File: src/rtl/lpm_pkg.sv
// Shared types and codes for the low-power mode controller.
// Assumes: cause codes fit in CAUSE_W bits; mode selector is two bits wide.
package lpm_pkg;

    localparam int CAUSE_W = 4;

    // Requested mode encodings on the mode selector.
    localparam logic [1:0] MD_SLEEP     = 2'b00;
    localparam logic [1:0] MD_STOP      = 2'b01;
    localparam logic [1:0] MD_STBY      = 2'b10;
    localparam logic [1:0] MD_SLEEP_ALT = 2'b11;

    // Wake cause codes.
    localparam logic [CAUSE_W-1:0] WC_NONE  = 4'd0;
    localparam logic [CAUSE_W-1:0] WC_IRQ   = 4'd1;
    localparam logic [CAUSE_W-1:0] WC_LINE  = 4'd2;
    localparam logic [CAUSE_W-1:0] WC_PVD   = 4'd3;
    localparam logic [CAUSE_W-1:0] WC_RTC   = 4'd4;
    localparam logic [CAUSE_W-1:0] WC_I2C   = 4'd5;
    localparam logic [CAUSE_W-1:0] WC_USART = 4'd6;
    localparam logic [CAUSE_W-1:0] WC_RSTP  = 4'd7;
    localparam logic [CAUSE_W-1:0] WC_WDG   = 4'd8;
    localparam logic [CAUSE_W-1:0] WC_PIN   = 4'd9;

    typedef enum logic [2:0] {
        ST_RUN,
        ST_SLEEP,
        ST_STOP,
        ST_WAKE,
        ST_STBY,
        ST_RSTO
    } lpm_state_e;

    // Enable and gate bundle driven by the sequencer.
    typedef struct packed {
        logic cpu_clk;
        logic per_clk;
        logic pll;
        logic hsi;
        logic hse;
        logic reg_on;
        logic reg_lp;
        logic rst_req;
    } lpm_ctl_t;

endpackage

File: src/rtl/lpm_edge_sync.sv
// Synchronizes an asynchronous pin through STAGES flops and flags one
// cycle when the synchronized level rises.
// Assumes: STAGES >= 2; the pin stays high long enough to be sampled.
module lpm_edge_sync #(
    parameter int STAGES = 2
) (
    input  logic clk,
    input  logic rst_n,
    input  logic pin,
    output logic rise
);

    localparam int LAST = STAGES;

    logic [LAST:0] shr;

    // Shift the pin through the synchronizer plus one history flop.
    always_ff @(posedge clk) begin
        if (!rst_n) begin
            shr <= '0;
        end else begin
            shr <= {shr[LAST-1:0], pin};
        end
    end

    assign rise = shr[LAST-1] & ~shr[LAST];

    AST_RISE_ONE_CYCLE: assert property (@(posedge clk) disable iff (!rst_n)
        rise |=> !rise);

endmodule

File: src/rtl/lpm_wake_sel.sv
// Priority encoders for the wake sources of stop and of standby.
// Assumes: inputs are already synchronous to the controller clock.
module lpm_wake_sel
    import lpm_pkg::*;
#(
    parameter int N_EXT = 16
) (
    input  logic [N_EXT-1:0]   ext_line,
    input  logic               pvd_out,
    input  logic               rtc_evt,
    input  logic               i2c_wake,
    input  logic               usart_wake,
    input  logic               rst_pin,
    input  logic               wdg_rst,
    input  logic               pin_rise,
    output logic               stop_hit,
    output logic [CAUSE_W-1:0] stop_code,
    output logic               stby_hit,
    output logic [CAUSE_W-1:0] stby_code
);

    logic [N_EXT-1:0] line_or;

    // Ripple OR over the external lines, one stage per line.
    genvar gi;
    generate
        for (gi = 0; gi < N_EXT; gi++) begin : g_or
            if (gi == 0) begin : g_first
                assign line_or[gi] = ext_line[gi];
            end else begin : g_rest
                assign line_or[gi] = line_or[gi-1] | ext_line[gi];
            end
        end
    endgenerate

    // Stop wake priority: lines, voltage detector, RTC, I2C, USART.
    always_comb begin
        stop_hit  = 1'b1;
        stop_code = WC_NONE;
        if (line_or[N_EXT-1])  stop_code = WC_LINE;
        else if (pvd_out)      stop_code = WC_PVD;
        else if (rtc_evt)      stop_code = WC_RTC;
        else if (i2c_wake)     stop_code = WC_I2C;
        else if (usart_wake)   stop_code = WC_USART;
        else                   stop_hit  = 1'b0;
    end

    // Standby wake priority: reset pin, watchdog, wake pin, RTC.
    always_comb begin
        stby_hit  = 1'b1;
        stby_code = WC_NONE;
        if (rst_pin)           stby_code = WC_RSTP;
        else if (wdg_rst)      stby_code = WC_WDG;
        else if (pin_rise)     stby_code = WC_PIN;
        else if (rtc_evt)      stby_code = WC_RTC;
        else                   stby_hit  = 1'b0;
    end

endmodule

File: src/rtl/lpm_seq.sv
// Mode sequencer: moves between run, sleep, stop, oscillator restart,
// standby and a reset cycle, and decodes the enables from its state.
// Assumes: lp_req is a pulse from the processor; wake hits are synchronous.
module lpm_seq
    import lpm_pkg::*;
(
    input  logic               clk,
    input  logic               rst_n,
    input  logic               lp_req,
    input  logic [1:0]         mode,
    input  logic               stop_lp_reg,
    input  logic               irq_any,
    input  logic               stop_hit,
    input  logic [CAUSE_W-1:0] stop_code,
    input  logic               stby_hit,
    input  logic [CAUSE_W-1:0] stby_code,
    input  logic               hsi_ready,
    output lpm_ctl_t           ctl,
    output logic               cause_load,
    output logic [CAUSE_W-1:0] cause_val
);

    lpm_state_e state, nxt;
    logic       stop_lp_q;
    logic       req_sleep, req_stop, req_stby;

    assign req_stop  = lp_req && (mode == MD_STOP);
    assign req_stby  = lp_req && (mode == MD_STBY);
    assign req_sleep = lp_req && (mode == MD_SLEEP || mode == MD_SLEEP_ALT);

    // State register and capture of the stop regulator choice.
    always_ff @(posedge clk) begin
        if (!rst_n) begin
            state     <= ST_RUN;
            stop_lp_q <= 1'b0;
        end else begin
            state <= nxt;
            if (state == ST_RUN && req_stop) stop_lp_q <= stop_lp_reg;
        end
    end

    // Next state and the cause to record on a wake transition.
    always_comb begin
        nxt        = state;
        cause_load = 1'b0;
        cause_val  = WC_NONE;
        case (state)
            ST_RUN: begin
                if (req_stop)       nxt = ST_STOP;
                else if (req_stby)  nxt = ST_STBY;
                else if (req_sleep) nxt = ST_SLEEP;
            end
            ST_SLEEP: begin
                if (irq_any) begin
                    nxt        = ST_RUN;
                    cause_load = 1'b1;
                    cause_val  = WC_IRQ;
                end
            end
            ST_STOP: begin
                if (stop_hit) begin
                    nxt        = ST_WAKE;
                    cause_load = 1'b1;
                    cause_val  = stop_code;
                end
            end
            ST_WAKE: begin
                if (hsi_ready) nxt = ST_RUN;
            end
            ST_STBY: begin
                if (stby_hit) begin
                    nxt        = ST_RSTO;
                    cause_load = 1'b1;
                    cause_val  = stby_code;
                end
            end
            ST_RSTO: nxt = ST_RUN;
            default: nxt = ST_RUN;
        endcase
    end

    // Decode of enables and gates per state.
    always_comb begin
        ctl = '0;
        case (state)
            ST_RUN: begin
                ctl.cpu_clk = 1'b1;
                ctl.per_clk = 1'b1;
                ctl.pll     = 1'b1;
                ctl.hsi     = 1'b1;
                ctl.hse     = 1'b1;
                ctl.reg_on  = 1'b1;
            end
            ST_SLEEP: begin
                ctl.per_clk = 1'b1;
                ctl.pll     = 1'b1;
                ctl.hsi     = 1'b1;
                ctl.hse     = 1'b1;
                ctl.reg_on  = 1'b1;
            end
            ST_STOP: begin
                ctl.reg_on = 1'b1;
                ctl.reg_lp = stop_lp_q;
            end
            ST_WAKE: begin
                ctl.hsi    = 1'b1;
                ctl.reg_on = 1'b1;
            end
            ST_RSTO: begin
                ctl.hsi     = 1'b1;
                ctl.reg_on  = 1'b1;
                ctl.rst_req = 1'b1;
            end
            default: ctl = '0;
        endcase
    end

    AST_SLEEP_GATES_CPU: assert property (@(posedge clk) disable iff (!rst_n)
        (state == ST_RUN && req_sleep) |=>
        (!ctl.cpu_clk && ctl.per_clk && ctl.pll && ctl.hsi && ctl.hse));

    AST_SLEEP_WAITS_IRQ: assert property (@(posedge clk) disable iff (!rst_n)
        (state == ST_SLEEP && !irq_any) |=> !ctl.cpu_clk);

    AST_STOP_ALL_OFF: assert property (@(posedge clk) disable iff (!rst_n)
        (state == ST_RUN && req_stop) |=>
        (!ctl.per_clk && !ctl.pll && !ctl.hsi && !ctl.hse && ctl.reg_on
         && ctl.reg_lp == $past(stop_lp_reg)));

    AST_HSI_BEFORE_CLOCKS: assert property (@(posedge clk) disable iff (!rst_n)
        (state == ST_WAKE && !hsi_ready) |=> (!ctl.cpu_clk && ctl.hsi));

    AST_STBY_REG_OFF: assert property (@(posedge clk) disable iff (!rst_n)
        (state == ST_RUN && req_stby) |=> (!ctl.reg_on && !ctl.hsi));

    AST_RESET_ONE_CYCLE: assert property (@(posedge clk) disable iff (!rst_n)
        ctl.rst_req |=> (!ctl.rst_req && ctl.cpu_clk));

    AST_REQ_ONLY_IN_RUN: assert property (@(posedge clk) disable iff (!rst_n)
        (!ctl.cpu_clk && !ctl.rst_req && state != ST_WAKE && lp_req
         && !irq_any && !stop_hit && !stby_hit) |=> !ctl.cpu_clk);

endmodule

File: src/rtl/lpm_cause.sv
// Wake cause register; loaded on each wake transition, cleared by software.
// Assumes: a load and a clear in the same cycle keep the new cause.
module lpm_cause
    import lpm_pkg::*;
(
    input  logic               clk,
    input  logic               rst_n,
    input  logic               load,
    input  logic [CAUSE_W-1:0] val,
    input  logic               clr,
    output logic [CAUSE_W-1:0] cause
);

    // Hold the last wake cause until replaced or cleared.
    always_ff @(posedge clk) begin
        if (!rst_n) begin
            cause <= WC_NONE;
        end else if (load) begin
            cause <= val;
        end else if (clr) begin
            cause <= WC_NONE;
        end
    end

    AST_CLEAR_EMPTIES: assert property (@(posedge clk) disable iff (!rst_n)
        (clr && !load) |=> (cause == WC_NONE));

    AST_LOAD_WINS: assert property (@(posedge clk) disable iff (!rst_n)
        load |=> (cause == $past(val)));

endmodule

File: src/rtl/lpm_ctrl.sv
// Top of the low-power mode controller: wake pin synchronizer, wake source
// encoders, mode sequencer and wake cause register.
// Assumes: all inputs except wake_pin are synchronous to clk.
module lpm_ctrl
    import lpm_pkg::*;
#(
    parameter int N_EXT       = 16,
    parameter int SYNC_STAGES = 2
) (
    input  logic               clk,
    input  logic               rst_n,
    input  logic               lp_req,
    input  logic [1:0]         lp_mode,
    input  logic               stop_reg_lp,
    input  logic               irq_any,
    input  logic [N_EXT-1:0]   ext_line,
    input  logic               pvd_out,
    input  logic               rtc_evt,
    input  logic               i2c_wake,
    input  logic               usart_wake,
    input  logic               rst_pin,
    input  logic               wdg_rst,
    input  logic               wake_pin,
    input  logic               hsi_ready,
    input  logic               cause_clr,
    output logic               cpu_clk_en,
    output logic               per_clk_en,
    output logic               pll_en,
    output logic               hsi_en,
    output logic               hse_en,
    output logic               core_reg_on,
    output logic               core_reg_lp,
    output logic               sys_rst_req,
    output logic [CAUSE_W-1:0] wake_cause
);

    logic               pin_rise;
    logic               stop_hit, stby_hit;
    logic [CAUSE_W-1:0] stop_code, stby_code;
    logic               cause_load;
    logic [CAUSE_W-1:0] cause_val;
    lpm_ctl_t           ctl;

    lpm_edge_sync #(.STAGES(SYNC_STAGES)) i_sync (
        .clk   (clk),
        .rst_n (rst_n),
        .pin   (wake_pin),
        .rise  (pin_rise)
    );

    lpm_wake_sel #(.N_EXT(N_EXT)) i_sel (
        .ext_line   (ext_line),
        .pvd_out    (pvd_out),
        .rtc_evt    (rtc_evt),
        .i2c_wake   (i2c_wake),
        .usart_wake (usart_wake),
        .rst_pin    (rst_pin),
        .wdg_rst    (wdg_rst),
        .pin_rise   (pin_rise),
        .stop_hit   (stop_hit),
        .stop_code  (stop_code),
        .stby_hit   (stby_hit),
        .stby_code  (stby_code)
    );

    lpm_seq i_seq (
        .clk         (clk),
        .rst_n       (rst_n),
        .lp_req      (lp_req),
        .mode        (lp_mode),
        .stop_lp_reg (stop_reg_lp),
        .irq_any     (irq_any),
        .stop_hit    (stop_hit),
        .stop_code   (stop_code),
        .stby_hit    (stby_hit),
        .stby_code   (stby_code),
        .hsi_ready   (hsi_ready),
        .ctl         (ctl),
        .cause_load  (cause_load),
        .cause_val   (cause_val)
    );

    lpm_cause i_cause (
        .clk   (clk),
        .rst_n (rst_n),
        .load  (cause_load),
        .val   (cause_val),
        .clr   (cause_clr),
        .cause (wake_cause)
    );

    assign cpu_clk_en  = ctl.cpu_clk;
    assign per_clk_en  = ctl.per_clk;
    assign pll_en      = ctl.pll;
    assign hsi_en      = ctl.hsi;
    assign hse_en      = ctl.hse;
    assign core_reg_on = ctl.reg_on;
    assign core_reg_lp = ctl.reg_lp;
    assign sys_rst_req = ctl.rst_req;

endmodule

File: config.mk
export PLATFORM = sky130hd
export DESIGN_NAME = lpm_ctrl
export DESIGN_NICKNAME = d
export VERILOG_FILES = /design/src/rtl/lpm_pkg.sv /design/src/rtl/lpm_edge_sync.sv /design/src/rtl/lpm_wake_sel.sv /design/src/rtl/lpm_seq.sv /design/src/rtl/lpm_cause.sv /design/src/rtl/lpm_ctrl.sv
export SDC_FILE = /design/constraint.sdc
export NUM_CORES = 1
export LEC_CHECK = 0
export ABC_AREA = 0
export BUFFER_PORTS_ARGS = -buffer_cell sky130_fd_sc_hd__buf_2
export CAP_MARGIN = 20
export CORE_MARGIN = 2
export CORE_UTILIZATION = 40
export CTS_BUF_LIST = sky130_fd_sc_hd__clkbuf_2 sky130_fd_sc_hd__clkbuf_4 sky130_fd_sc_hd__clkbuf_8
export DETAILED_ROUTE_END_ITERATION = 12
export GPL_ROUTABILITY_DRIVEN = 0
export GPL_TIMING_DRIVEN = 0
export PLACE_DENSITY = 0.73
export SKIP_LAST_GASP = 1
export SLEW_MARGIN = 40
export SYNTH_ARGS = -nofsm -noshare
export SYNTH_HDL_FRONTEND = slang
export SYNTH_HIERARCHICAL = 1
export SYNTH_SLANG_ARGS = --single-unit
File: constraint.sdc
create_clock -name clk -period 2.66 [get_ports clk]
set_input_delay 0.266 -clock clk [delete_from_list [all_inputs] [get_ports clk]]
set_output_delay 0.266 -clock clk [all_outputs]
set_load 0.05 [all_outputs]
# == After elaboration in Yosys (flattened, before gate mapping) ==
# Cells that the tools add are included.
# op_classes
n_eq_ne,13
n_mux,43
bitwise,17
reduce_logical,12
# op_table
op,n
$mux W4,11
$mux W3,9
$mux W1,19
$or A1 B1 Y1,15
$pmux W3 S5,1
$pmux W4 S3,1
$ne A2 B2 Y1 const B,4
$eq A3 B2 Y1 const B,2
$eq A3 B3 Y1 const B,2
$reduce_and A5 Y1,1
$reduce_or A5 Y1,1
$eq A2 B2 Y1 const B,2
$logic_and A1 B1 Y1,4
$ne A4 B1 Y1 const B,1
$reduce_or A4 Y1,1
$eq A3 B1 Y1 const B,1
$logic_not A3 Y1,1
$pmux W1 S3,1
$eq A2 B1 Y1 const B,1
$logic_not A2 Y1,1
$mux W2,1
$reduce_bool A2 Y1,1
$reduce_or A2 Y1,1
$and A1 B1 Y1,1
2 further kinds,2
# totals
reg_bits,11
output_inout_bits,12

# == Logic depth before layout (Yosys ltp) ==
# Gate-level depths: netlist of the first run.
# depth
ltp_word,19
depth_mapped,8
mapped_depth_nobuf,8

# == By module ==
# The synthesis of the first run kept the hierarchy.
# by_module_without_submodules
mod,instances,cells_each,area_per_inst_um2
lpm_seq,1,55,432.9
lpm_cause,1,17,153.9
lpm_wake_sel,1,23,131.4
lpm_edge_sync,1,7,92.6

# == Least setup slack after synthesis of the first run ==
# OpenSTA, ideal clock, no wires.
# synth_timing
path_type,register to output
from,reg i_seq.state[2]
to,out cpu_clk_en
arrival_time_ps,1628
slack_ps,766
stages_incl_launch_ff,3
cell_sequence,dfxtp_1 buf_2 nor3_1
# synth_between
elab_chain_len,2
# synth_lines
item,line_no,source
from (decl),lpm_seq.sv:23,"lpm_state_e state, nxt;"
from (signal assigned),lpm_seq.sv:37,state <= nxt;
$logic_not A3 Y1,lpm_seq.sv:85,case (state)
$mux W1,lpm_seq.sv:85,
to (decl),lpm_ctrl.sv:26,"output logic cpu_clk_en,"
# No other way between the ends.

# == Worst setup path in the final report of the first run ==
# layout_timing
from,in ext_line[6]
to,reg i_cause.cause[0]
# layout_between
elab_chain_len,14
word_cells_on_any_way,18
classes_between,mux (7); bitwise (10); reduce/logical (1)
# layout_lines
item,line_no,source
from (decl),lpm_ctrl.sv:16,"input logic [N_EXT-1:0] ext_line,"
$or A1 B1 Y1 (*) (10 in a row),lpm_wake_sel.sv:31,assign line_or[gi] = line_or[gi-1] | ext_line[gi];
$mux W1 (*),lpm_wake_sel.sv:40,if (line_or[N_EXT-1]) stop_code = WC_LINE;
named net stop_hit,lpm_ctrl.sv:38,"logic stop_hit, stby_hit;"
$mux W1 (*),lpm_seq.sv:61,if (stop_hit) begin
$pmux W1 S3 (*),lpm_seq.sv:47,case (state)
named net cause_load,lpm_ctrl.sv:40,logic cause_load;
$mux W4 / $reduce_bool A2 Y1 (equally long branches),-,
to (signal assigned),lpm_cause.sv:19,cause <= val;
to (decl),lpm_cause.sv:11,output logic [CAUSE_W-1:0] cause
# Mark *: on every way through the listed nets, which the timed path passes. The rest lies on a longest branch.
# A chain may end at the register's enable or synchronous reset.

==> results by group, run 1 <==
Min path
  • Worst Hold Path EP: i_sync/shr[0]
  • Hold depth: 2
  • Worst Min Path Start: wake_pin
  • Hold Path Class: input port to flip-flop

Finish
  • Fillers: 193
  • Storage cell area: 220 sq um
  • ANT cells: 0
  • Nets@finish: 184
  • Synth-to-Final Area Change: 34.4%
  • Area taken by multi-input logic gates: 522 sq um
  • Layout cell share with drive strength beyond 1: 41.6%

Synthesis
  • Synthesized area per cell: 7.95 sq um
  • Area contributors post-synth: dfxtp_1 27%, buf_4 4.6%, nand2_1 4.2%, nor2_1 4.2%, nand2b_1 3.9%
  • Synth unique cells: 44
  • Cell Area, Synth: 811 sq um
  • Synth Flop Type: dfxtp_1
  • Syn Nets: 136
  • Synth Register Bits: 11
  • Synthesized instance count: 102
  • Biggest area consumer among synthesized cells: dfxtp_1
  • EDFF count, synth: 0
  • Seq/Total Area, Yosys: 27.2%
  • Ys Warns: 6
  • Asr flop ratio synth: 0%
  • Share of Yosys cell area claimed by the top area cell type: 27.2%

Worst setup path
  • Worst R2R Path Depth: 6
  • Delay-heaviest family, CP: simple AND/OR/NAND/NOR gates
  • Slowest stage cell on the critical path: or3b_1
  • Worst path cell trace: buf_2 -> nor4_1 -> nand4_1 -> or3b_1 -> a22oi_1 -> o21bai_1 -> nand2b_1 -> o21ai_1
  • Critical-path maximum fanout: 8
  • Critical Path End Type: flip-flop
  • WP data required: 2.86 ns
  • Max incr delay on CP: 0.46 ns
  • Startpoint Class: input port
  • WP buf/inv: 1
  • FF-to-FF End: i_cause/cause[0]
  • Crit path kind: input port to flip-flop
  • CP Data Arrival Time: 2.02 ns
  • FF-to-FF Start: i_seq/state[0]
  • Reg2Reg Setup Slack: 1.15 ns

Global routing
  • Vias in the first global route: 722
  • Initial antenna violation count: 0
  • Total track usage: 14.8%
  • Largest net degree at the start of global routing: 14
  • First-pass GRT wire length: 2840 microns
  • GRT Residual Overflow: 0

Pwr
  • Final Power: 0.000443 W
  • Pwr per Cell Area: 406 nW/um^2
  • Leakage power: 0.515 nW
  • Max rail drop VDD: 0.291 mV

Detailed routing
  • Final wirelength: 1760 microns
  • Drt drc: 0
  • Routed via count: 863
  • DR pass1 iterations: 2
  • DRT antenna net count: 0
  • Drt wl/cell: 9.98 microns
  • Via density: 4.90
  • Iteration-0 DRC Markers: 1

Status
  • Status: complete, no violations

Timing
  • Final worst path period need: 1.82 ns
  • Final worst slack: 0.840 ns
  • Setup TNS: 0 ns
  • Setup Viol. Count Final: 0
  • Final Skew: 0.000511 ns
  • RSZ-0062 raised after global routing: no
  • Final worst-path cycle share: 68.4%
  • Fmax: 0.550 GHz
  • Slew Viols, Final: 0
  • Endpoints failing hold: 0

Floorplan
  • Initial core utilization: 41.8%
  • Core Box Area: 1940 sq um
  • Die width: 49.0 microns
  • # IOs: 44
  • Die area: 2400 sq um
  • Die Ht: 49.0 microns
  • Num rows: 16

CTS
  • CTS root buf: clkbuf_4
  • CTS tree: done
  • TritonCTS Buffers: 3
  • Clock Pin Slew Worst Setup and Hold Paths: 0.07 ns
  • Clock sinks: 11
  • Post-CTS resize count: 0
  • Cts hold-fix bufs: 0
  • Postcts setup bufs: 0
  • Clock Latency Late Sink: 0.26 ns
  • CTS Buffer Depth: 2
  • H-Tree Level Count: 1

Place
  • Post-Place Setup Slack: 0.543 ns
  • I/O Buffers: 43
  • Dpl hpwl: 1460 microns

Flow run
  • Max_cap viols: 0
## power by group
part | internal (W) | switching, W
logic | 0.0000602 | 0.0000866
clock network | 0.0000681 | 0.0000530
registers | 0.000171 | 0.00000418
total | 0.000299 | 0.000144
## metal layers
layer | vias to the layer above | global-route usage [%] | part of all wire, %
li1 | 456 | - | -
met1 | 371 | 17.3 | 44
met2 | 34 | 25.6 | 48
met3 | 2 | 4.91 | 6.9
met4 | 0 | 4.29 | 0.74
met5 | - | 0 | 0
## Yosys cell counts, types with 2 or more instances
library cell	number
a21oi_1	3
a22o_1	3
and2_1	4
and3b_1	2
buf_4	5
dfxtp_1	11
ha_1	2
inv_1	4
nand2_1	9
nand2b_1	5
nand3_1	5
nor2_1	9
nor3_1	3
nor3b_1	2
nor4_1	3
o21ai_1	4
## logic make-up after synthesis
family          Yosys count  synth area share, %
simple gates             55                 41.2
compound gates           21                 18.4
buf+inv                  11                 8.49
flops                    11                 27.2
fa+ha+maj                 2                 3.09
mux                       1                 1.23
other cells               1                0.463
## stage by stage
stage | area (sq um) | hold WS (ns) | instances | utilization [%]
2_1_floorplan | 811 | 0.388 | 102 | -
3_3_place_gp | 1060 | 0.416 | 172 | 54.6
3_5_place_dp | 1060 | 0.430 | 172 | 54.6
4_1_cts | 1090 | 0.201 | 176 | 56.1
5_1_grt | 1090 | 0.203 | 176 | 56.1
6_report | 1090 | 0.208 | 176 | 56.1
## worst max-delay path by stage
stage                         from                to  slack [ns]  depth (start not counted)
detailed placement     ext_line[6]  i_cause/cause[0]        0.54                          8
global route           ext_line[6]  i_cause/cause[0]        0.60                          8
global placement       ext_line[6]  i_cause/cause[0]        0.60                          8
floorplan           i_seq/state[2]        cpu_clk_en        0.77                          2
finish                 ext_line[6]  i_cause/cause[0]        0.84                          8
CTS                    ext_line[6]  i_cause/cause[0]        0.81                          8
## layout by cell type (no fill, tap or decap), types with 4 or more instances in the layout
cell and instances:
nand2b_1 5, inv_1 4, dfxtp_1 11, and2_1 4, buf_4 5, o21ai_1 4, nor2_1 9, clkbuf_4 4
buf_2 44, nand2_1 9, nand3_1 5
## worst register-to-register path, delay by kind of cell, from the launching register on
kind | cells | cell delay, ns
flops | 1 | 0.36
compound gates | 3 | 0.56
simple gates | 2 | 0.36
buf+inv | 1 | 0.14
## registers in the layout, summed over array words and instances (netlist names)
register         cells
i_sync/shr           3
i_seq/stop_lp_q      1
i_cause/cause        4
i_seq/state          3
## cell type report
| type | count | area share, % |
|---|---|---|
| well taps | 27 | 3.10 |
| multi-input cells | 80 | 47.9 |
| plain buffers | 7 | 4.94 |
| inverters | 4 | 1.38 |
| repair buffers | 43 | 19.7 |
| clock buffers | 4 | 2.76 |
| flip-flops and latches | 11 | 20.2 |
Note: power is estimated with default switching activity, not from simulation.
==> inputs of run 2 (changes only) <==
Settings changed: ABC_AREA 0 to 1, PLACE_DENSITY 0.73 to 0.75.
Clock period 2.66 ns to 1.6 ns, I/O delays scaled along.
==> run 2 against run 1 <==
  * Critical path depth shrank 3
  * Count of clock-buffer cells in the layout down 1
  * Sequential power is 100% higher
  * Total power grew to 3.3 times the previous value
  * Final cell count increased by 23%
  * Die area up 2.1%
  * Clock skew rose by 0.0051 ns
  * Wire length is 11% higher
  * Core utilization grew 0.77 points
  * Clock power increased by 53%
  * Sequential cell count did not move
  * Critical endpoint is now core_reg_lp
  * Largest cell class unchanged
==> results by group, run 2 <==
Floorplan
  • Num rows: 16 (unchanged)
  • Die Ht: 49.5 microns (was 49.0 microns)
  • Die width: 49.5 microns (was 49.0 microns)
  • # IOs: 44 (unchanged)
  • Core Box Area: 1960 sq um (was 1940 sq um)
  • Die area: 2450 sq um (was 2400 sq um)
  • Initial core utilization: 42.3% (was 41.8%)

CTS
  • Cts hold-fix bufs: 0 (unchanged)
  • Clock Latency Late Sink: 0.27 ns (was 0.26 ns)
  • TritonCTS Buffers: 3 (unchanged)
  • H-Tree Level Count: 1 (unchanged)
  • CTS tree: done (unchanged)
  • Clock sinks: 11 (unchanged)
  • Post-CTS resize count: 0 (unchanged)
  • Postcts setup bufs: 0 (unchanged)
  • CTS Buffer Depth: 2 (unchanged)
  • CTS root buf: clkbuf_4 (unchanged)
  • Clock Pin Slew Worst Setup and Hold Paths: 0.07 ns (about the same)

Finish
  • Regs by FF count: i_cause/cause: 4 flops, i_seq/state: 3 flops, i_sync/shr: 3 flops (unchanged)
  • Number of flip-flops under the largest register name: 4 (unchanged)
  • Largest Register: i_cause/cause (unchanged)
  • Nets@finish: 224 (was 184)
  • Layout cell share with drive strength beyond 1: 32.8% (was 41.6%)
  • Most common cell after layout, fill and taps aside: buf_2 (unchanged)
  • ANT cells: 0 (unchanged)
  • Synth-to-Final Area Change: 34.5% (was 34.4%)
  • Most frequent cells in the layout: 40 x buf_2, 37 x nand2_1, 23 x nor2_1 (was 44 x buf_2, 11 x dfxtp_1, 9 x nor2_1, 9 x nand2_1)
  • Storage cell area: 220 sq um (unchanged)
  • Fillers: 217 (was 193)
  • Area taken by multi-input logic gates: 480 sq um (was 522 sq um)

Worst setup path
  • WP buf/inv: 2 (was 1)
  • Worst path cell trace: inv_2 -> nor2_2 -> nand2_1 -> nor2_1 -> clkbuf_4 (was buf_2 -> nor4_1 -> nand4_1 -> or3b_1 -> a22oi_1 -> o21bai_1 -> nand2b_1 -> o21ai_1)
  • Path length in cells of the critical path: 5 (was 8)
  • Slowest stage cell on the critical path: dfxtp_1 (was or3b_1)
  • Critical-path maximum fanout: 5 (was 8)
  • Critical Path End Type: primary output (was flip-flop)
  • Startpoint Class: flip-flop (was input port)
  • CP Data Arrival Time: 1.34 ns (was 2.02 ns)
  • Delay-heaviest family, CP: flip-flops (was simple AND/OR/NAND/NOR gates)
  • WP data required: 1.44 ns (was 2.86 ns)
  • Max incr delay on CP: 0.43 ns (was 0.46 ns)
  • Crit path kind: flip-flop to primary output (was input port to flip-flop)
  • Worst R2R Path Depth: 6 (unchanged)

Pwr
  • Max rail drop VDD: 1.05 mV (was 0.291 mV)
  • Final Power: 0.00147 W (was 0.000443 W)
  • Switching Share: 53.3% (was 32.5%)
  • Leakage power: 0.631 nW (was 0.515 nW)
  • Pwr per Cell Area: 1320 nW/um^2 (was 406 nW/um^2)
  • Seq pwr share: 23.9% (was 39.5%)
  • Pint: 0.000688 W (was 0.000299 W)
  • Comb power frac: 63.5% (was 33.2%)
  • Clock Power Share: 12.6% (was 27.3%)
  • Psw: 0.000784 W (was 0.000144 W)

Place
  • Dpl hpwl: 1660 microns (was 1460 microns)
  • I/O Buffers: 43 (unchanged)
  • Post-Place Setup Slack: 0.0897 ns (was 0.543 ns)

Detailed routing
  • Final wirelength: 1960 microns (was 1760 microns)
  • DRT antenna net count: 0 (unchanged)
  • DR pass1 iterations: 4 (was 2)
  • Via density: 4.58 (was 4.90)
  • Routed via count: 990 (was 863)
  • Drt wl/cell: 9.07 microns (was 9.98 microns)
  • Drt drc: 0 (unchanged)
  • Iteration-0 DRC Markers: 22 (was 1)

Synthesis
  • Cell Area, Synth: 830 sq um (was 811 sq um)
  • Synth Register Bits: 11 (unchanged)
  • EDFF count, synth: 0 (unchanged)
  • Synthesized area per cell: 5.84 sq um (was 7.95 sq um)
  • Simple-Gate Fraction of Synth Area: 40.9% (was 41.2%)
  • Area contributors post-synth: dfxtp_1 27%, nand2_1 17%, nor2_1 11%, inv_1 10%, a21oi_1 7.2% (was dfxtp_1 27%, buf_4 4.6%, nand2_1 4.2%, nor2_1 4.2%, nand2b_1 3.9%)
  • Top post-synthesis cells by count: 37 x nand2_1, 24 x nor2_1, 22 x inv_1, 12 x a21oi_1, 11 x dfxtp_1 (was 11 x dfxtp_1, 9 x nand2_1, 9 x nor2_1)
  • Synth Flop Type: dfxtp_1 (unchanged)
  • Post-Synth Adder-Cell Area: 3.02% (was 3.09%)
  • Share of Yosys cell area claimed by the top area cell type: 26.5% (was 27.2%)
  • Ys Warns: 6 (unchanged)
  • Largest family of logic cells by synthesized area: simple AND/OR/NAND/NOR gates (unchanged)
  • Synth unique cells: 19 (was 44)
  • Synthesized instance count: 142 (was 102)
  • Asr flop ratio synth: 0% (unchanged)
  • Seq/Total Area, Yosys: 26.5% (was 27.2%)
  • Compound-Gate Fraction of Synth Area: 13.3% (was 18.4%)
  • XOR/XNOR share of the synthesized area: 0% (unchanged)
  • Biggest area consumer among synthesized cells: dfxtp_1 (unchanged)
  • Syn Nets: 176 (was 136)
  • Top-count cell post-synth: nand2_1 (was dfxtp_1)
  • Mux cell area share after synthesis: 0% (was 1.23%)

Timing
  • Setup Viol. Count Final: 0 (unchanged)
  • Final worst-path cycle share: 93.8%
  • Final worst slack: 0.0998 ns (was 0.840 ns)
  • Final Skew: 0.00565 ns (was 0.000511 ns)
  • Slew Viols, Final: 0 (unchanged)
  • Setup TNS: 0 ns (unchanged)
  • RSZ-0062 raised after global routing: yes (was no)
  • Endpoints failing hold: 0 (unchanged)
  • Final hold slack: 0.0690 ns (was 0.208 ns)
  • Fmax: 0.667 GHz
  • Final worst path period need: 1.50 ns

Min path
  • Hold depth: 3 (was 2)
  • Hold Path Class: input port to flip-flop (unchanged)

Global routing
  • Initial antenna violation count: 0 (unchanged)
  • GRT Residual Overflow: 0 (unchanged)
  • Largest net degree at the start of global routing: 11 (was 14)
  • Total track usage: 16.6% (was 14.8%)
  • First-pass GRT wire length: 3250 microns (was 2840 microns)
  • Vias in the first global route: 901 (was 722)

Flow run
  • Max_cap viols: 0 (unchanged)

Status
  • Status: complete, no violations (unchanged)
run 2: cell count changes after synthesis, sizes merged, moves of 4 or more:
cell / change
nand2: +28
inv: +20
nor2: +20
a21oi: +9
nand2b: -6
and2: -4
nand3: +4
nor4: -4
o21ai: -4
run 2: stage by stage:
stage	utilization [%]	instance area, sq um	instances
final	56.9	1120	216
after global routing	56.9	1120	216
after CTS	56.5	1110	216
after detailed placement	55.1	1080	212
after global placement	55.1	1080	212
after floorplan	-	832	142
run 2: logic make-up after synthesis:
group           after synthesis
flops                        11
other cells                   1
fa+ha+maj                     2
simple gates                 80
compound gates               19
buf+inv                      29
run 2: worst register-to-register path, stage by stage (launching register included):
cell and delay (ns):
dfxtp_1 0.37, nor2_1 0.20, nand2_1 0.12, o211ai_1 0.40, nor2_2 0.12, nand2_1 0.08, a21oi_1 0.05
run 2: power by group through the flow:
stage | clock [W] | combinational [W] | sequential (W)
floorplan | 0 | 0.000707 | 0.000377
global placement | 0 | 0.000904 | 0.000357
detailed placement | 0 | 0.000927 | 0.000358
CTS | 0.000193 | 0.000930 | 0.000352
global route | 0.000207 | 0.00101 | 0.000357
finish | 0.000185 | 0.000936 | 0.000352
run 2: layout make-up:
class                   instances  share of cell area, %
flip-flops and latches         11                   19.7
plain buffers                   5                   3.70
well taps                      27                   3.03
clock buffers                   3                   2.02
repair buffers                 43                   20.0
inverters                      24                   8.07
clock inverters                 1                  0.448
multi-input cells             102                   43.0
run 2: worst paths after layout:
check                      to           start  slack (ns)
min             i_sync/shr[0]        wake_pin        0.07
max               core_reg_lp  i_seq/state[1]         0.1
max reg2reg  i_cause/cause[0]  i_seq/state[1]        0.16
min reg2reg     i_sync/shr[2]   i_sync/shr[1]        0.42
run 2: routing by layer:
layer / global-route usage (%) / part of all wire [%] / vias up / routed length (microns)
met4: 6.94 / 0 / 0 / 0
met2: 31.8 / 53 / 24 / 1040
met5: 0 / 0 / - / 0
met3: 4.55 / 3.4 / 0 / 66
met1: 16.6 / 43 / 433 / 852
li1: - / - / 533 / -
==> inputs of run 3 (changes only) <==
Settings changed: PLACE_DENSITY 0.75 to 0.72.
Clock period 1.6 ns to 1.4 ns, I/O delays scaled along.
==> run 3 against run 2 <==
  * Design area rose by 11%
  * Wire length rose by 5.2%
  * Largest cell class unchanged
  * Hold slack got worse by 0.021 ns
  * Setup slack got worse by 0.059 ns
==> results by group, run 3 (synthesis results as in run 2) <==
Status
  • Status: complete, no violations (unchanged)

Pwr
  • Max rail drop VDD: 0.931 mV (was 1.05 mV)
  • Pwr per Cell Area: 1520 nW/um^2 (was 1320 nW/um^2)
  • Psw: 0.000957 W (was 0.000784 W)
  • Switching Share: 50.7% (was 53.3%)
  • Seq pwr share: 22.6% (was 23.9%)
  • Leakage power: 0.680 nW (was 0.631 nW)
  • Pint: 0.000932 W (was 0.000688 W)
  • Comb power frac: 65.2% (was 63.5%)
  • Clock Power Share: 12.2% (was 12.6%)

Timing
  • Final Skew: 0.000514 ns (was 0.00565 ns)
  • Final worst-path cycle share: 97.1%
  • Fmax: 0.736 GHz
  • RSZ-0062 raised after global routing: yes (unchanged)
  • Endpoints failing hold: 0 (unchanged)
  • Final hold slack: 0.0479 ns (was 0.0690 ns)
  • Setup TNS: 0 ns (unchanged)
  • Setup Viol. Count Final: 0 (unchanged)
  • Final worst path period need: 1.36 ns
  • Slew Viols, Final: 0 (unchanged)

Floorplan
  • Core Box Area: 1960 sq um (unchanged)
  • Initial core utilization: 42.3% (unchanged)
  • Die area: 2450 sq um (unchanged)
  • # IOs: 44 (unchanged)
  • Die width: 49.5 microns (unchanged)
  • Num rows: 16 (unchanged)
  • Die Ht: 49.5 microns (unchanged)

Global routing
  • First-pass GRT wire length: 3290 microns (was 3250 microns)
  • Largest net degree at the start of global routing: 11 (unchanged)
  • Vias in the first global route: 900 (was 901)
  • GRT Residual Overflow: 0 (unchanged)
  • Total track usage: 16.9% (was 16.6%)
  • Initial antenna violation count: 0 (unchanged)

Worst setup path
  • Reg2Reg Setup Slack: 0.06 ns (was 0.16 ns)
  • Worst path cell trace: buf_6 -> nor2_2 -> nand2_2 -> nor2_2 -> buf_6 (was inv_2 -> nor2_2 -> nand2_1 -> nor2_1 -> clkbuf_4)
  • WP data required: 1.26 ns (was 1.44 ns)
  • Max incr delay on CP: 0.32 ns (was 0.43 ns)
  • Critical Path End Type: primary output (unchanged)
  • Startpoint Class: flip-flop (unchanged)
  • Slowest stage cell on the critical path: dfxtp_2 (was dfxtp_1)
  • Crit path kind: flip-flop to primary output (unchanged)
  • Critical-path maximum fanout: 5 (unchanged)
  • CP Data Arrival Time: 1.22 ns (was 1.34 ns)

Detailed routing
  • Iteration-0 DRC Markers: 20 (was 22)
  • DR pass1 iterations: 4 (unchanged)
  • Drt wl/cell: 9.24 microns (was 9.07 microns)
  • Drt drc: 0 (unchanged)
  • DRT antenna net count: 0 (unchanged)
  • Final wirelength: 2060 microns (was 1960 microns)
  • Routed via count: 1,045 (was 990)
  • Via density: 4.69 (was 4.58)

CTS
  • Clock Pin Slew Worst Setup and Hold Paths: 0.06 ns (was 0.07 ns)
  • CTS tree: done (unchanged)
  • Clock sinks: 11 (unchanged)
  • CTS root buf: clkbuf_4 (unchanged)
  • TritonCTS Buffers: 3 (unchanged)
  • H-Tree Level Count: 1 (unchanged)
  • Clock Latency Late Sink: 0.26 ns (was 0.27 ns)
  • CTS Buffer Depth: 2 (unchanged)
  • Cts hold-fix bufs: 0 (unchanged)

Finish
  • Layout cell share with drive strength beyond 1: 42.3% (was 32.8%)
  • Synth-to-Final Area Change: 49.6% (was 34.5%)
  • Nets@finish: 231 (was 224)
  • Fillers: 194 (was 217)
  • Final non-filler cell total: 223 (was 216)
  • Largest Register: i_cause/cause (unchanged)
  • Number of flip-flops under the largest register name: 4 (unchanged)
  • Regs by FF count: i_cause/cause: 4 flops, i_seq/state: 3 flops, i_sync/shr: 3 flops (unchanged)
  • Area taken by multi-input logic gates: 518 sq um (was 480 sq um)
  • Most frequent cells in the layout: 37 x buf_2, 35 x nand2_1, 19 x inv_1, 19 x nor2_1 (was 40 x buf_2, 37 x nand2_1, 23 x nor2_1)
  • ANT cells: 0 (unchanged)
  • Storage cell area: 226 sq um (was 220 sq um)
  • Most common cell after layout, fill and taps aside: buf_2 (unchanged)

Flow run
  • Max_cap viols: 0 (unchanged)

Place
  • I/O Buffers: 43 (unchanged)
  • Dpl hpwl: 1660 microns (about the same)
  • Dpl cells: 212 (unchanged)

Min path
  • Hold Path Class: input port to flip-flop (unchanged)
[run 3: changes by cell type in the layout (fill, tap and decap cells not counted), moves of 3 or more]
cell and delta:
buf_4 +5, buf_6 +4, nor2_1 -4, buf_2 -3
dfxtp_1 -3, inv_1 -3, nor2_4 +3
[run 3: cell type report]
type	instances	area share, %
clock buffers	4	2.42
well taps	27	2.72
inverters	24	7.56
repair buffers	50	24.0
flip-flops and latches	11	18.2
multi-input cells	102	41.7
plain buffers	5	3.33
[run 3: what timing repair did]
action | CTS | global route
buffers inserted | 0 | 6
gates resized for setup | 8 | 19
gates cloned | 0 | 1
pin swaps | 0 | 3
setup endpoints to repair | 8 | 11
[run 3: worst paths after layout]
kind | startpoint | to | cells after the start
worst min register to register | i_sync/shr[0] | i_sync/shr[1] | 2
worst max register to register | i_seq/state[2] | i_seq/state[0] | 7
worst min-delay path | wake_pin | i_sync/shr[0] | 3
worst max-delay path | i_seq/state[2] | core_reg_lp | 5
[run 3: per-layer routing]
metal | wire length (microns) | global-route usage [%] | part of all wire (%)
met1 | 896 | 17.9 | 43
met2 | 1050 | 30.9 | 51
met3 | 98 | 5.45 | 4.8
met4 | 19 | 6.02 | 0.92
met5 | 0 | 0 | 0
[run 3: per-stage QoR]
stage | instance area [sq um] | total power [W] | utilization [%] | worst slack (ns)
2_1_floorplan | 841 | 0.00125 | - | 0.0626
3_3_place_gp | 1090 | 0.00146 | 55.5 | -0.0213
3_5_place_dp | 1090 | 0.00148 | 55.5 | -0.0870
4_1_cts | 1140 | 0.00175 | 58.1 | 0.00213
5_1_grt | 1240 | 0.00203 | 63.3 | -0.0371
6_report | 1240 | 0.00189 | 63.3 | 0.0407
[run 3: critical path: cells and delay by family, from the launching register on]
family	cells	cell delay, ns
DFF	1	0.32
and+or+nand+nor	3	0.34
buffers and inverters	2	0.29
[run 3: power by group through the flow]
| stage | clock, W | combinational, W | sequential [W] |
|---|---|---|---|
| 3_5_place_dp | 0 | 0.00107 | 0.000409 |
| 2_1_floorplan | 0 | 0.000823 | 0.000431 |
| 3_3_place_gp | 0 | 0.00105 | 0.000408 |
| 6_report | 0.000230 | 0.00123 | 0.000427 |
| 5_1_grt | 0.000260 | 0.00133 | 0.000434 |
| 4_1_cts | 0.000243 | 0.00110 | 0.000411 |
